## config.mk

```make
export PLATFORM = sky130hd
export DESIGN_NAME = syn_dec74
export DESIGN_NICKNAME = d
export VERILOG_FILES = /design/src/rtl/syn_dec74_pkg.sv /design/src/rtl/syn_dec74_syndrome.sv /design/src/rtl/syn_dec74_errmap.sv /design/src/rtl/syn_dec74_datapath.sv /design/src/rtl/syn_dec74_control.sv /design/src/rtl/syn_dec74.sv
export SDC_FILE = /design/constraint.sdc
export NUM_CORES = 1
export LEC_CHECK = 0
export ABC_AREA = 0
export BUFFER_PORTS_ARGS = -buffer_cell sky130_fd_sc_hd__buf_4
export CORE_AREA = 2 2 39 41
export CTS_CLUSTER_DIAMETER = 150
export DETAILED_ROUTE_END_ITERATION = 12
export DIE_AREA = 0 0 41 43
export SLEW_MARGIN = 15
export SYNTH_ARGS = -nofsm -noshare
export SYNTH_HDL_FRONTEND = slang
export SYNTH_HIERARCHICAL = 1
export SYNTH_SLANG_ARGS = --single-unit
```

## constraint.sdc

```tcl
create_clock -name clk -period 2.11 [get_ports clk]
set_clock_uncertainty 0.05 [all_clocks]
set_input_delay 0.422 -clock clk [delete_from_list [all_inputs] [get_ports clk]]
set_output_delay 0.422 -clock clk [all_outputs]
set_load 0.01 [all_outputs]
```

## src/rtl/syn_dec74_pkg.sv

```systemverilog
package syn_dec74_pkg;

  localparam int CODE_N  = 7;
  localparam int DATA_K  = 4;
  localparam int CHECK_M = CODE_N - DATA_K;

  // Parity-check rows, position 1 in the MSB; row 0 gives the syndrome MSB
  localparam logic [CODE_N-1:0] CHECK_ROWS [CHECK_M] = '{
    7'b1110100,
    7'b0111010,
    7'b1101001
  };

  typedef struct packed {
    logic load;   // capture a new decoded result
    logic clear;  // return result registers to zero
  } ctrlStrobe_t;

endpackage

```

## src/rtl/syn_dec74_syndrome.sv

```systemverilog
module syn_dec74_syndrome #(
  parameter int N = syn_dec74_pkg::CODE_N,
  parameter int K = syn_dec74_pkg::DATA_K,
  parameter logic [N-1:0] ROWS [N-K] = syn_dec74_pkg::CHECK_ROWS,
  localparam int M = N - K
) (
  input  logic [N-1:0] word,
  output logic [M-1:0] syndrome
);

  for (genvar r = 0; r < M; r++) begin : g_row
    assign syndrome[M-1-r] = ^(word & ROWS[r]);
  end

endmodule

```

## src/rtl/syn_dec74_errmap.sv

```systemverilog
module syn_dec74_errmap #(
  parameter int N = syn_dec74_pkg::CODE_N,
  parameter int K = syn_dec74_pkg::DATA_K,
  parameter logic [N-1:0] ROWS [N-K] = syn_dec74_pkg::CHECK_ROWS,
  localparam int M = N - K
) (
  input  logic [M-1:0] syndrome,
  output logic [N-1:0] errVec
);

  // Column of the check matrix for bit index idx (idx N-1 = position 1)
  function automatic logic [M-1:0] columnOf(input int idx);
    logic [M-1:0] col;
    for (int r = 0; r < M; r++) begin
      col[M-1-r] = ROWS[r][idx];
    end
    return col;
  endfunction

  for (genvar b = 0; b < N; b++) begin : g_pos
    localparam logic [M-1:0] COL = columnOf(b);
    assign errVec[b] = (syndrome != '0) && (syndrome == COL);
  end

endmodule

```

## src/rtl/syn_dec74_datapath.sv

```systemverilog
module syn_dec74_datapath
  import syn_dec74_pkg::*;
#(
  parameter int N = CODE_N,
  parameter int K = DATA_K,
  parameter logic [N-1:0] ROWS [N-K] = CHECK_ROWS,
  localparam int M = N - K
) (
  input  logic        clk,
  input  ctrlStrobe_t strobe,
  input  logic [N-1:0] inWord,
  output logic [K-1:0] outData,
  output logic [M-1:0] outSyndrome,
  output logic         outCorrected
);

  logic [M-1:0] syndrome;
  logic [N-1:0] errVec;
  logic [N-1:0] fixedWord;

  syn_dec74_syndrome #(.N(N), .K(K), .ROWS(ROWS)) u_syndrome (
    .word     (inWord),
    .syndrome (syndrome)
  );

  syn_dec74_errmap #(.N(N), .K(K), .ROWS(ROWS)) u_errmap (
    .syndrome (syndrome),
    .errVec   (errVec)
  );

  assign fixedWord = inWord ^ errVec;

  always_ff @(posedge clk) begin
    if (strobe.clear) begin
      outData      <= '0;
      outSyndrome  <= '0;
      outCorrected <= 1'b0;
    end else if (strobe.load) begin
      outData      <= fixedWord[N-1 -: K];
      outSyndrome  <= syndrome;
      outCorrected <= |errVec;
    end
  end

endmodule

```

## src/rtl/syn_dec74_control.sv

```systemverilog
module syn_dec74_control
  import syn_dec74_pkg::*;
(
  input  logic        clk,
  input  logic        rst,
  input  logic        inValid,
  output ctrlStrobe_t strobe,
  output logic        outValid
);

  assign strobe.clear = rst;
  assign strobe.load  = inValid && !rst;

  always_ff @(posedge clk) begin
    if (rst) begin
      outValid <= 1'b0;
    end else begin
      outValid <= inValid;
    end
  end

endmodule

```

## src/rtl/syn_dec74.sv

```systemverilog
module syn_dec74
  import syn_dec74_pkg::*;
#(
  parameter int N = CODE_N,
  parameter int K = DATA_K,
  localparam int M = N - K
) (
  input  logic         clk,
  input  logic         rst,
  input  logic         inValid,
  input  logic [N-1:0] inWord,
  output logic         outValid,
  output logic [K-1:0] outData,
  output logic [M-1:0] outSyndrome,
  output logic         outCorrected
);

  ctrlStrobe_t strobe;

  syn_dec74_control u_control (
    .clk      (clk),
    .rst      (rst),
    .inValid  (inValid),
    .strobe   (strobe),
    .outValid (outValid)
  );

  syn_dec74_datapath #(.N(N), .K(K)) u_datapath (
    .clk          (clk),
    .strobe       (strobe),
    .inWord       (inWord),
    .outData      (outData),
    .outSyndrome  (outSyndrome),
    .outCorrected (outCorrected)
  );

endmodule

```

After elaboration in Yosys (flattened, before gate mapping)
Cells that the tools add are included.
Widths: inputs -> output; s select.
- register bits: 9
- input bits: 10
- output and inout bits: 9
- logic and storage cells: 26
- equal/unequal tests: 7
- bitwise gates (word level): 1
- reductions and logical operators: 14
- operators with widths (kind ; count):
    $reduce_xor 7->1 ; 3
    $eq 3x3->1 const B ; 4
    $logic_and 1x1->1 ; 8
    $reduce_or 7->1 ; 1
    $xor 7x7->7 ; 1
    $eq 3x2->1 const B ; 2
    $eq 3x1->1 const B ; 1
    $reduce_bool 3->1 ; 1
    $logic_not 1->1 ; 1

Logic depth before layout (Yosys ltp)
- depth in word-level cells: 4
- depth in mapped cells: 5
- depth with buffers taken out: 5

Modules after synthesis
The synthesis kept the hierarchy.
- by module, submodules not included (module ; times used ; cells an instance ; area each (µm²) ; sequential area each (µm²)):
    syn_dec74_datapath ; 1 ; 32 ; 335.3 ; 160.2
    syn_dec74_syndrome ; 1 ; 8 ; 70.1 ; 0.0
    syn_dec74_errmap ; 1 ; 7 ; 60.1 ; 0.0
    syn_dec74_control ; 1 ; 4 ; 40.0 ; 20.0

Least setup slack after synthesis
OpenSTA, ideal clock, no wires.
- kind: input -> register
- start point: input inWord[5]
- end point: register u_datapath.outData[0]
- arrival: 1510 ps
- path slack: 471 ps
- cell stages on the path: 5
- path buffers: 0
- cell sequence: xor2_1 > xnor2_1 > and3b_2 > xnor2_1 > a211oi_2
- word-level cells in the longest chain between the ends: 4
- elaborated cells on any way between the ends: 7
- those cells by class: eq/ne: 1; bitwise: 1; reduce/logical: 5
- RTL lines (what ; RTL line ; text):
    start, declared ; syn_dec74.sv:11 ; input logic [N-1:0] inWord,
    $reduce_xor 7->1 (*) ; syn_dec74_syndrome.sv:12 ; assign syndrome[M-1-r] = ^(word & ROWS[r]);
    net u_datapath.syndrome[2] ; syn_dec74_datapath.sv:17 ; logic [M-1:0] syndrome;
    $eq 3x2->1 / $reduce_bool 3->1 (equally long branches) ; syn_dec74_errmap.sv:22 ; assign errVec[b] = (syndrome != '0) && (syndrome == COL);
    $logic_and 1x1->1 (*) ; syn_dec74_errmap.sv:22 ;
    net u_datapath.errVec[3] ; syn_dec74_datapath.sv:18 ; logic [N-1:0] errVec;
    $xor 7x7->7 (*) ; syn_dec74_datapath.sv:31 ; assign fixedWord = inWord ^ errVec;
    end signal, assigned ; syn_dec74_datapath.sv:39 ; outData <= fixedWord[N-1 -: K];
    end, declared ; syn_dec74_datapath.sv:12 ; output logic [K-1:0] outData,
Mark *: on every way through the listed nets, which the timed path passes. The rest lies on a longest branch.
A chain may end at the register's enable or synchronous reset.

Worst setup path in the final report
- start point: input inWord[5]
- end point: register u_datapath.outData[3]
- word-level cells in the longest chain between the ends: 4
- elaborated cells on any way between the ends: 7
- those cells by class: eq/ne: 1; bitwise: 1; reduce/logical: 5
- RTL lines (what ; RTL line):
    $reduce_xor 7->1 (*) ; syn_dec74_syndrome.sv:12
    net u_datapath.syndrome[1] ; syn_dec74_datapath.sv:17
    $eq 3x3->1 / $reduce_bool 3->1 (equally long branches) ; syn_dec74_errmap.sv:22
    $logic_and 1x1->1 (*) ; syn_dec74_errmap.sv:22
    net u_datapath.errVec[6] ; syn_dec74_datapath.sv:18
    $xor 7x7->7 (*) ; syn_dec74_datapath.sv:31
Marks and branches as above.

==> run metrics <==
Final Hold Viols 0; core box area about 1400 µm²; drt total wl 854 µm; Seq/Total Area, Yosys between 30% and 40%; hold buffer count at CTS 0; Period Utilization, post-route 79.1%; Die Height 43 µm; design area roughly 690 µm²; Mapped Cells slightly above 50; All-Layer GR Usage between 10% and 20%; fin nets 84; commonest non-fill, non-tap cell in the layout buf_4; CP Launch Type primary input; Area growth syn-to-layout 35.9%; Slew headroom around two thirds; syn avg cell area ~9.9 µm²; status completed; r2r setup slk between 1000 and 1500 ps; pwr dens 714 nW/µm²; Pwr Total 490 µW; Inserted Diodes 0; die footprint 1760 µm²; die width 41 µm; CTS resizes 0; initial core utilization around 37%; Worst Setup End Kind flop; Hold Path Class in -> reg; Max Cap Violations 0; Arrival @ worst endpoint around 1800 ps; I/O Buffers 18; Via-to-Cell Ratio about 4.6; placed cell areas 661 µm²; CTS tree built; FP Rows 14; Cell variety after synth 18; Avg WL per Cell 9.60 µm; Cell Area, Synth 505 µm²; actual slew at the worst max-slew pin 487 ps; Vias 411; CP required ~2200 ps; RSZ-0062 raised after global routing false; Max Buffers Root-to-Sink 2; H-tree Lvls 1; final slew viol count 0; clock latency at the later pin of the worst-skew pair ~250 ps; crit path cell chain buf_4 > xor2_1 > xnor2_1 > and3b_2 > xnor2_1 > a211oi_1; Residual DRC 0; Initial DRT Pass Iterations 2; Crit Path Max Fanout 8; total grt overflow 0; CP max stage delay 440 ps; Detailed Route Iter0 Violations 4; Inst Count DP 85; #FFs+latches synth 9; most frequent cells in the layout 21 x buf_4, 10 x xnor2_1, 9 x dfxtp_1; Final min period between 1500 and 2000 ps; CP Class in -> reg; Syn Nets 61; Non-Filler Instances 89; maximum VDD drop approximately 0.34 mV; Final TNS setup 0 ps; Crit path top cell by count xnor2_1; clock tree sinks 9; FMAX 0.599 GHz; CTS root buf clkbuf_4; antenna viol nets, final 0; clk slew on worst S/H paths about 60 ps; first-pass GRT wire length around 1400 µm; pin count of the biggest net entering global routing 14; detailed placer's ending HPWL slightly above 700 µm; Lkg Pwr around 0.00029 µW; # setup viols final 0; slowest library cell on the worst path xnor2_1; vias in the first global route 360; initial antenna violation count 0; RD Place Congestion between 0.7 and 0.8; postcts setup bufs 0; fraction of layout cells with a size suffix above 1 43.8%; CTS buffer count 3; I/O pin count 19; Yosys warning count 6
## worst max-delay path, delay by kind of cell
| family | cells | cell delay, ps |
|---|---|---|
| compound gates | 1 | 220 |
| xor+xnor | 3 | 740 |
| buf+inv | 1 | 130 |
| simple gates | 1 | 280 |
## state kept, by name, summed over array words and instances, names as in the netlist
signal,count
u_control/outValid,1
u_datapath/outSyndrome,3
u_datapath/outData,4
u_datapath/outCorrected,1
## kinds of logic after synthesis
group	share of synthesized area, %
AO/OA/AOI/OAI	9.65
XOR/XNOR	20.8
buffers and inverters	4.46
flip-flops	35.6
multiplexers	5.94
AND/OR/NAND/NOR	23.5
## final timing paths
path                            depth (start not counted)                 endpoint                    start
worst max register to register                          2  u_datapath/outCorrected  u_datapath/outCorrected
worst max-delay path                                    6    u_datapath/outData[3]                inWord[5]
worst min-delay path                                    2       u_control/outValid                  inValid
worst min register to register                          2    u_datapath/outData[1]    u_datapath/outData[1]
## final cells by class
type | instances | area, µm²
Timing Repair Buffer | 21 | 158
Multi-Input combinational cell | 39 | 303
Tap cell | 16 | 20.0
Sequential cell | 9 | 180
Fill cell | 137 | 697
Clock buffer | 4 | 26.3
## stage by stage
stage	util [%]	setup WS [ps]	hold WS [ps]
floorplan	-	471	444
global placement	47.7	248	428
detailed placement	47.7	160	431
CTS	49.6	438	336
global route	49.6	369	351
finish	49.6	442	340
## power breakdown
group,switching [µW],total [µW],internal (µW)
logic,78.0,172,93.6
clock network,56.1,129,72.6
registers,6.69,190,183
## cells in the mapped netlist (all sizes together)
master | n | area, µm²
a211oi | 4 | 40.0
a311oi | 1 | 8.76
and3 | 1 | 7.51
and3b | 3 | 30.0
buf | 2 | 18.8
clkbuf | 1 | 3.75
dfxtp | 9 | 180
mux2i | 3 | 30.0
nor2 | 8 | 35.0
nor2b | 2 | 12.5
nor3 | 1 | 5.00
nor3b | 3 | 22.5
nor4 | 1 | 6.26
xnor2 | 10 | 87.6
xor2 | 2 | 17.5
## routing by layer
| layer | GRT usage (%) | share of wire [%] | vias up |
|---|---|---|---|
| li1 | - | - | 219 |
| met1 | 14.9 | 48 | 178 |
| met2 | 17.5 | 46 | 12 |
| met3 | 2.09 | 5.5 | 2 |
| met4 | 8.00 | 0.82 | 0 |
| met5 | 0 | 0 | - |
Power figures use the tool's default switching activity.
